`src/rtl/fbadc_pkg.sv`:
```
package fbadc_pkg;
    typedef enum logic [1:0] {
        MODE_RAMP     = 2'b00,
        MODE_TRACK    = 2'b01,
        MODE_SAR      = 2'b10,
        MODE_RAMP_ALT = 2'b11
    } adc_mode_e;

    typedef enum logic {
        ST_IDLE = 1'b0,
        ST_RUN  = 1'b1
    } adc_state_e;
endpackage

```
`src/rtl/fbadc_settle_timer.sv`:
```
module fbadc_settle_timer #(
    parameter int SETTLE_CLKS = 4
) (
    input  logic clk,
    input  logic rst_n,
    input  logic run_i,
    output logic tick_o
);
    localparam int CNT_W = (SETTLE_CLKS > 1) ? $clog2(SETTLE_CLKS) : 1;
    localparam logic [CNT_W-1:0] LAST = CNT_W'(SETTLE_CLKS - 1);
    localparam logic [CNT_W-1:0] ONE  = CNT_W'(1);

    logic [CNT_W-1:0] cnt_d, cnt_q;

    always_comb begin
        tick_o = run_i && (cnt_q == LAST);
        if (!run_i || tick_o) begin
            cnt_d = '0;
        end else begin
            cnt_d = cnt_q + ONE;
        end
    end

    always_ff @(posedge clk or negedge rst_n) begin
        if (!rst_n) begin
            cnt_q <= '0;
        end else begin
            cnt_q <= cnt_d;
        end
    end
endmodule

```
`src/rtl/fbadc_code_step.sv`:
```
module fbadc_code_step
    import fbadc_pkg::*;
#(
    parameter int WIDTH = 8,
    localparam int IDX_W = (WIDTH > 1) ? $clog2(WIDTH) : 1
) (
    input  adc_mode_e        mode_i,
    input  logic [WIDTH-1:0] code_i,
    input  logic [IDX_W-1:0] idx_i,
    input  logic             above_i,
    output logic [WIDTH-1:0] code_o,
    output logic [IDX_W-1:0] idx_o,
    output logic             finish_o,
    output logic [WIDTH-1:0] sample_o
);
    localparam logic [WIDTH-1:0] ONE     = WIDTH'(1);
    localparam logic [WIDTH-1:0] ALL_ONE = '1;
    localparam logic [IDX_W-1:0] IDX_ONE = IDX_W'(1);

    logic [WIDTH-1:0] trial;

    always_comb begin
        code_o   = code_i;
        idx_o    = idx_i;
        finish_o = 1'b0;
        sample_o = code_i;
        trial    = code_i;
        case (mode_i)
            MODE_TRACK: begin
                if (above_i) begin
                    if (code_i != '0) code_o = code_i - ONE;
                end else if (code_i != ALL_ONE) begin
                    code_o = code_i + ONE;
                end
            end
            MODE_SAR: begin
                if (above_i) trial[idx_i] = 1'b0;
                sample_o = trial;
                code_o   = trial;
                if (idx_i == '0) begin
                    finish_o = 1'b1;
                end else begin
                    idx_o = idx_i - IDX_ONE;
                    code_o[idx_i - IDX_ONE] = 1'b1;
                end
            end
            default: begin
                if (above_i) begin
                    finish_o = 1'b1;
                    sample_o = (code_i == '0) ? '0 : (code_i - ONE);
                end else if (code_i == ALL_ONE) begin
                    finish_o = 1'b1;
                end else begin
                    code_o = code_i + ONE;
                end
            end
        endcase
    end
endmodule

```
`src/rtl/fbadc_ctrl.sv`:
```
module fbadc_ctrl
    import fbadc_pkg::*;
#(
    parameter int WIDTH       = 8,
    parameter int SETTLE_CLKS = 4
) (
    input  logic             clk,
    input  logic             rst_n,
    input  logic             start_i,
    input  logic [1:0]       mode_i,
    input  logic             track_en_i,
    input  logic             above_i,
    output logic [WIDTH-1:0] dac_code_o,
    output logic             busy_o,
    output logic             done_o,
    output logic [WIDTH-1:0] result_o
);
    localparam int IDX_W = (WIDTH > 1) ? $clog2(WIDTH) : 1;
    localparam logic [IDX_W-1:0] TOP_IDX  = IDX_W'(WIDTH - 1);
    localparam logic [WIDTH-1:0] MSB_ONLY = {1'b1, {(WIDTH-1){1'b0}}};

    typedef struct packed {
        adc_state_e       state;
        adc_mode_e        mode;
        logic [WIDTH-1:0] code;
        logic [IDX_W-1:0] idx;
        logic [WIDTH-1:0] result;
        logic             done;
    } ctrl_regs_t;

    ctrl_regs_t r_d, r_q;

    logic             step_tick;
    logic [WIDTH-1:0] nxt_code;
    logic [IDX_W-1:0] nxt_idx;
    logic             nxt_finish;
    logic [WIDTH-1:0] nxt_sample;
    logic [1:0]       cur_mode;

    fbadc_settle_timer #(.SETTLE_CLKS(SETTLE_CLKS)) u_timer (
        .clk    (clk),
        .rst_n  (rst_n),
        .run_i  (r_q.state == ST_RUN),
        .tick_o (step_tick)
    );

    fbadc_code_step #(.WIDTH(WIDTH)) u_step (
        .mode_i   (r_q.mode),
        .code_i   (r_q.code),
        .idx_i    (r_q.idx),
        .above_i  (above_i),
        .code_o   (nxt_code),
        .idx_o    (nxt_idx),
        .finish_o (nxt_finish),
        .sample_o (nxt_sample)
    );

    always_comb begin
        r_d      = r_q;
        r_d.done = 1'b0;
        case (r_q.state)
            ST_IDLE: begin
                if (start_i) begin
                    r_d.state = ST_RUN;
                    r_d.mode  = adc_mode_e'(mode_i);
                    r_d.idx   = TOP_IDX;
                    case (adc_mode_e'(mode_i))
                        MODE_SAR:   r_d.code = MSB_ONLY;
                        MODE_TRACK: r_d.code = r_q.code;
                        default:    r_d.code = '0;
                    endcase
                end
            end
            default: begin
                if (r_q.mode == MODE_TRACK && !track_en_i) begin
                    r_d.state = ST_IDLE;
                end else if (step_tick) begin
                    r_d.code = nxt_code;
                    r_d.idx  = nxt_idx;
                    if (r_q.mode == MODE_TRACK) begin
                        r_d.result = nxt_sample;
                    end
                    if (nxt_finish) begin
                        r_d.result = nxt_sample;
                        r_d.done   = 1'b1;
                        r_d.state  = ST_IDLE;
                    end
                end
            end
        endcase
    end

    always_ff @(posedge clk or negedge rst_n) begin
        if (!rst_n) begin
            r_q <= '{state: ST_IDLE, mode: MODE_RAMP, code: '0, idx: '0, result: '0, done: 1'b0};
        end else begin
            r_q <= r_d;
        end
    end

    assign cur_mode   = r_q.mode;
    assign dac_code_o = r_q.code;
    assign busy_o     = (r_q.state == ST_RUN);
    assign done_o     = r_q.done;
    assign result_o   = r_q.result;
endmodule

```
`config.mk`:
```
export PLATFORM = sky130hd
export DESIGN_NAME = fbadc_ctrl
export DESIGN_NICKNAME = d
export VERILOG_FILES = /design/src/rtl/fbadc_pkg.sv /design/src/rtl/fbadc_settle_timer.sv /design/src/rtl/fbadc_code_step.sv /design/src/rtl/fbadc_ctrl.sv
export SDC_FILE = /design/constraint.sdc
export NUM_CORES = 1
export LEC_CHECK = 0
export BUFFER_PORTS_ARGS = -buffer_cell sky130_fd_sc_hd__buf_2
export CORE_UTILIZATION = 54
export DETAILED_ROUTE_END_ITERATION = 12
export PLACE_DENSITY = 0.86
export SYNTH_ARGS = -nofsm -noshare
export SYNTH_HDL_FRONTEND = slang
export SYNTH_SLANG_ARGS = --single-unit
```
`constraint.sdc`:
```
create_clock -name clk -period 2.26 [get_ports clk]
set_input_delay 0.113 -clock clk [delete_from_list [all_inputs] [get_ports clk]]
set_output_delay 0.113 -clock clk [all_outputs]
set_load 0.01 [all_outputs]
```
* Yosys cells after proc, flatten, opt, wreduce, memory -nomap -nowiden *
Index checks and enable logic that the tools add are counted.

cells by class
  eq/ne operators = 16
  multiplexer cells = 35
  $lt $le $gt $ge = 4
  reductions and logical operators = 16
  bitwise operators = 5
  $add $sub $neg = 4

operators by type and width
  cell                                                               count
  2-to-1 mux 8 bit                                                   11
  one-hot mux 8 bit (2 select lines)                                 3
  2-to-1 mux 20 bit                                                  2
  2-to-1 mux 14 bit                                                  1
  2-to-1 mux 11 bit                                                  1
  2-to-1 mux 1 bit                                                   10
  2-to-1 mux 9 bit                                                   1
  adder 8 x 1 -> 8 bit, second input constant                        1
  AND 8 bit                                                          1
  equality test 8 bit, second input constant                         1
  zero test 8 bit                                                    1
  less-than comparator 3 x 4 -> 1 bit, second input constant         2
  != test 4 x 3 -> 1 bit, second input constant                      2
  != test 8 bit, second input constant                               1
  NOT 8 bit                                                          1
  bitwise OR 8 bit                                                   1
  AND reduction 8 bit                                                1
  nonzero test 8 bit                                                 1
  subtractor 8 x 1 -> 8 bit, second input constant                   1
  demux 1 bit (select 3 bit)                                         2
  equality test 2 bit, second input constant                         3
  greater-or-equal comparator 3 x 1 -> 1 bit, second input constant  2
  2-to-1 mux 3 bit                                                   2
  != test 2 bit, second input constant                               3
  17 further kinds                                                   25

word-level totals
  output and inout bits = 18
  input port bits = 7
  register bits = 25
  word-level logic and storage cells = 87

* Depth between registers and ports, before layout *
  word-level depth = 14
  depth in mapped cells = 9
  gate-level depth less buffers = 7

* Cells and area by module *
A second synthesis with hierarchy kept.

unflattened totals
  cells, all modules = 348
  area, all modules = 2,839.0 sq um

by module, submodules not included
  module              seq. area each (sq um)  area an instance (sq um)  instances  cells each
  fbadc_code_step     0.0                     1,375.1                   1          205
  fbadc_ctrl          575.6                   1,372.6                   1          137
  fbadc_settle_timer  50.0                    91.3                      1          6

* Worst setup path before layout *
OpenSTA, ideal clock, no wires.

  path kind = reg2reg
  start point = register r_q (netlist bit dac_code_o[0])
  end point = register r_q (netlist bit dac_code_o[7])
  data required time = 2,136 ps
  path buffers = 2
  arrival time = 2,075 ps
  cell stages (with the launch flop) = 9
  clock period less this slack = 2,199 ps
  library setup time = 124 ps
  setup slack = 61 ps
  cells stage by stage = dfrtp_1 > buf_2 > inv_1 > ha_1 > nor4b_2 > a2111o_1 > a32o_2 > buf_6 > o31a_1

on the way
  longest elaborated chain between the ends = 7
  elaborated cells between the ends (all ways) = 18
  those cells by class = 2 x add/sub; 5 x eq/ne; 9 x mux; 2 x reduce/logical

ends and longest elaborated chain
  item                                                               line                                                                 RTL
  start, declared                                                    fbadc_ctrl.sv:31                                                     ctrl_regs_t r_d, r_q;
  start signal, assigned                                             fbadc_ctrl.sv:95                                                     r_q <= '{state: ST_IDLE, mode: MODE_RAMP, code: '0, idx: '0, result: '0, done: 1'b0};
  start signal, assigned                                             fbadc_ctrl.sv:97                                                     r_q <= r_d;
  adder 8 x 1 -> 8 bit or subtractor 8 x 1 -> 8 bit (tied branches)  fbadc_code_step.sv:33, fbadc_code_step.sv:54, fbadc_code_step.sv:31
  2-to-1 mux 8 bit, on equally long branches                         fbadc_code_step.sv:51, fbadc_code_step.sv:31, fbadc_code_step.sv:32
  2-to-1 mux 8 bit, on equally long branches                         fbadc_code_step.sv:48, fbadc_code_step.sv:30
  one-hot mux 8 bit (2 select lines)                                 fbadc_code_step.sv:28                                                case (mode_i)
  2-to-1 mux 20 bit                                                  fbadc_ctrl.sv:77                                                     end else if (step_tick) begin
  2-to-1 mux 20 bit                                                  fbadc_ctrl.sv:75                                                     if (r_q.mode == MODE_TRACK && !track_en_i) begin
  2-to-1 mux 11 bit                                                  fbadc_ctrl.sv:61                                                     case (r_q.state)

Several ways; a longest one is shown, not always the timed one. The select of a mux whose other input is x is not followed.
A chain may end at the register's enable or synchronous reset.

* Worst setup path in the final report *
  start point = register r_q (netlist bit dac_code_o[0])
  end point = register r_q (netlist bit result_o[6])

on the way
  longest elaborated chain between the ends = 6
  elaborated cells between the ends (all ways) = 13
  those cells by class = 1 x add/sub; 1 x eq/ne; 8 x mux; 3 x reduce/logical

ends and longest elaborated chain
  item                                                                                      line                                          RTL
  subtractor 8 x 1 -> 8 bit (tied with other cells)                                         fbadc_code_step.sv:50                         sample_o = (code_i == '0) ? '0 : (code_i - ONE);
  2-to-1 mux 8 bit or 2-to-1 mux 1 bit (tied branches)                                      fbadc_code_step.sv:50, fbadc_code_step.sv:51
  2-to-1 mux 8 bit or 2-to-1 mux 1 bit (tied branches)                                      fbadc_code_step.sv:48                         if (above_i) begin
  one-hot mux 8 bit (2 select lines) or one-hot mux 1 bit (2 select lines) (tied branches)  fbadc_code_step.sv:28
  2-to-1 mux 8 bit or nonzero test 2 bit (tied branches)                                    --
  2-to-1 mux 9 bit or AND reduction 4 bit (tied branches)                                   --

Several ways; a longest one is shown, not always the timed one. The select of a mux whose other input is x is not followed.

==> flow_metrics.tcl <==
set metrics [dict create \
    die_area_um2 4540 \
    routabilityCongestion 1.058 \
    yosysTopAreaCellShare 0.2710 \
    start_kind "flop" \
    finalWirelength_um 6676 \
    io_pins 25 \
    combPwrFrac 0.691 \
    relSlewSlack 0.5051 \
    pwr-share-seq 0.224 \
    cts_buffers 3 \
    die_y_um 67.38 \
    synthesis.nets 294 \
    hold_class "in2reg" \
    track_usage 0.2997 \
    root_buffer "clkbuf_8" \
    cts_sinks 25 \
    yosysSeqAreaShare 0.2710 \
    antenna_found_initial 0 \
    tightest_slew_ns 0.7330 \
    synth-edff-count 0 \
    clk_pin_slew_ns 0.09 \
    crit_arrival_ns 2.38 \
    critPathKind "reg2reg" \
    yosys_warnings 0 \
    design.core.area_um2 4058 \
    ir_drop_mv 0.7586 \
    hold_slack_ns 0.08311 \
    cts_max_level 1 \
    max_freq_mhz 452.6 \
    cp_slowest_cell "or3_1" \
    synthCells 280 \
    yosysUniqueCellTypes 63 \
    power_leakage_nw 1.147 \
    period_needed_ns 2.209 \
    post-synth-top-area-cell "dfrtp_1" \
    p_sw_frac 0.4965 \
    setup_ws_ns 0.05071 \
    dp.final_hpwl_um 4580 \
    fp-row-count 23 \
    final_hold_viol_count 0 \
    clkPwrFrac 0.084 \
    synth_seq_cells 25 \
    cts_tree "yes" \
    outcome "complete, no violations" \
    regArea_um2 626.9 \
    layout.nets 313 \
    power.density_nw_per_um2 1313 \
    cpLargestDelayFamily "simple AND/OR/NAND/NOR gates" \
    pre_cts_slack_ns 0.06501 \
    post-route-period-util 0.9776 \
    io_buffers 24 \
    worstSetupEndpointType "flop" \
    via_per_inst 6.764 \
    diodes 0 \
    drv_slew 0 \
    cap_violations 0 \
    async_flop_share 1.000 \
    first_global_vias 2049 \
    crit_buf_inv 1 \
    synthFlopType "dfrtp_1" \
    synth.avg_cell_area_um2 8.245 \
    p_switching_mw 1.660 \
    die_width_um 67.38 \
    finClkSkew_ns 0.003760 \
    area_growth_pct 10.30 \
    globalRouteOverflowTotal 0 \
    multi_input_area_um2 1404 \
    critPathMaxFanout 5 \
    vias 2354 \
    grt_first_pass_wirelength_um 9880 \
    clkLatencyLatePin_ns 0.28 \
    cpPeakStageDelay_ns 0.44 \
    synth_area_um2 2308 \
    post_drt_wl_per_cell_um 19.18 \
    drc 0 \
    intPower_mw 1.683 \
    path_cells "inv_1 > ha_2 > nand4bb_1 > or3_1 > mux2i_1 > o221ai_1 > mux2_1" \
    start_util 0.5689 \
    finalSetupViolations 0 \
    fillers 359 \
    ant_nets 0 \
    cp.required_ns 2.43 \
    drt_iter0_markers 383 \
    grt_max_degree 26 \
    yosys-top-cells-area "dfrtp_1, buf_4, ha_1, nand2_1, mux2_1" \
    drt_pass1_iterations 5 \
    final_layout_size_suffix_gt1_frac 0.2450 \
    clk_path_buf_depth 2 \
]
-- layout make-up --
class,count,share of cell area
flip-flops and latches,25,0.2462
repair buffers,53,0.1337
inverters,17,0.02604
clock buffers,3,0.01622
multi-input cells,199,0.5514
clock inverters,1,0.001966
well taps,50,0.02457
-- sequential cells by signal, indices dropped and copies added, names as in the netlist --
name	cells
cur_mode	2
result_o	8
busy_o	1
done_o	1
dac_code_o	8
u_timer.cnt_q	2
r_q	3
-- synthesized netlist by cell type, types with 2 or more instances --
cell type  instances
o211ai_1           4
buf_6              2
o31a_1             3
a21o_1             4
and2_1             2
a211oi_1           2
a32oi_1            2
o21ai_1            3
o22ai_1            3
nor3_2             2
xnor2_1            3
o221ai_1           4
inv_2              3
inv_1             14
dfrtp_1           25
or3b_1             2
ha_1               7
nand2_1           23
and3_1             4
mux2_2             2
nor3_1             6
a21oi_1           15
o21ai_0            9
buf_4             17
nand3_1           12
nor2_1            10
nand4_1            6
nand4bb_1          2
clkbuf_1          12
nor2b_1            2
a22oi_1            2
or3_1              4
o21a_1             2
mux2_1             7
buf_2              8
a31oi_1            6
mux2i_1            7
a211o_1            2
o311ai_0           2
o32ai_1            2
a22o_1             3
xor2_1             2
nand2b_1           8
-- power groups by stage --
stage	clock network [mW]	logic (mW)	registers (mW)
after floorplan	0	1.62	0.692
after global placement	0	2.09	0.742
after detailed placement	0	2.12	0.750
after CTS	0.287	2.13	0.742
after global routing	0.300	2.47	0.770
final	0.282	2.31	0.749
-- cell usage in the layout (no fill, tap or decap), types with 3 or more instances in the layout --
cell	netlist	layout
buf_2	8	24
nor2_1	10	10
nand4_1	6	6
mux2_1	7	7
a21o_1	4	3
nand2b_1	8	8
o21ai_0	9	9
ha_1	7	5
or3_1	4	4
a31oi_1	6	5
xnor2_1	3	3
dfrtp_1	25	24
a22o_1	3	3
o21ai_1	3	3
o211ai_1	4	4
and3_1	4	4
a21oi_1	15	15
buf_4	17	28
clkbuf_8	0	3
o221ai_1	4	4
nand2_1	23	23
nor3_1	6	6
o22ai_1	3	3
o31a_1	3	3
mux2i_1	7	7
inv_1	14	14
nand3_1	12	12
-- path summary, 6_finish.rpt --
path                                   from                to  slack, ns  cells after the start
setup reg to reg              dac_code_o[0]       result_o[6]       0.05                      7
min in group asynchronous             rst_n       result_o[6]       0.36                      2
setup / recovery              dac_code_o[0]       result_o[6]       0.05                      7
hold / removal                    mode_i[0]       cur_mode[0]       0.08                      2
max in group asynchronous             rst_n            r_q[9]       1.47                      2
hold reg to reg            u_timer.cnt_q[0]  u_timer.cnt_q[0]       0.43                      1
-- worst reg2reg max path, delay by kind of cell, from the launching register on --
family	cells	cell delay, ns
simple gates	2	0.68
compound gates	1	0.17
fa+ha+maj	1	0.23
flops	1	0.41
mux	2	0.49
buf+inv	1	0.12
-- per-stage QoR --
| stage | total power [mW] | utilization | setup TNS [ns] | area, um^2 | std cells |
|---|---|---|---|---|---|
| finish | 3.342 | 0.6275 | 0 | 2546 | 348 |
| global route | 3.538 | 0.6275 | -0.02077 | 2546 | 348 |
| CTS | 3.161 | 0.6115 | 0 | 2481 | 342 |
| detailed placement | 2.873 | 0.5976 | 0 | 2425 | 337 |
| global placement | 2.835 | 0.5976 | 0 | 2425 | 337 |
| floorplan | 2.307 | - | 0 | 2308 | 280 |
-- layer usage --
layer | wire length [um] | GRT usage | vias up
met1 | 2569 | 0.3884 | 1088
met5 | 0 | 0 | -
met3 | 816 | 0.06757 | 35
li1 | - | - | 1061
met4 | 299 | 0.1729 | 0
met2 | 2990 | 0.4538 | 170
-- repair_timing --
item / CTS / global route
buffers inserted: 0 / 5
hold buffers: 1 / 0
gates resized for setup: 0 / 7
endpoints found under the hold margin: 25 / 0
endpoints found under the setup margin: 0 / 12
-- cell families (layout without fill, tap and decap cells) --
family,count (synthesis),in the layout,synth area share
simple gates,89,89,0.2136
compound gates,81,82,0.2531
buf+inv,57,74,0.1312
flops,25,25,0.2710
mux,16,16,0.07426
fa+ha+maj,7,7,0.03794
xor+xnor,5,5,0.01897
(Power assumes the default switching activity.)
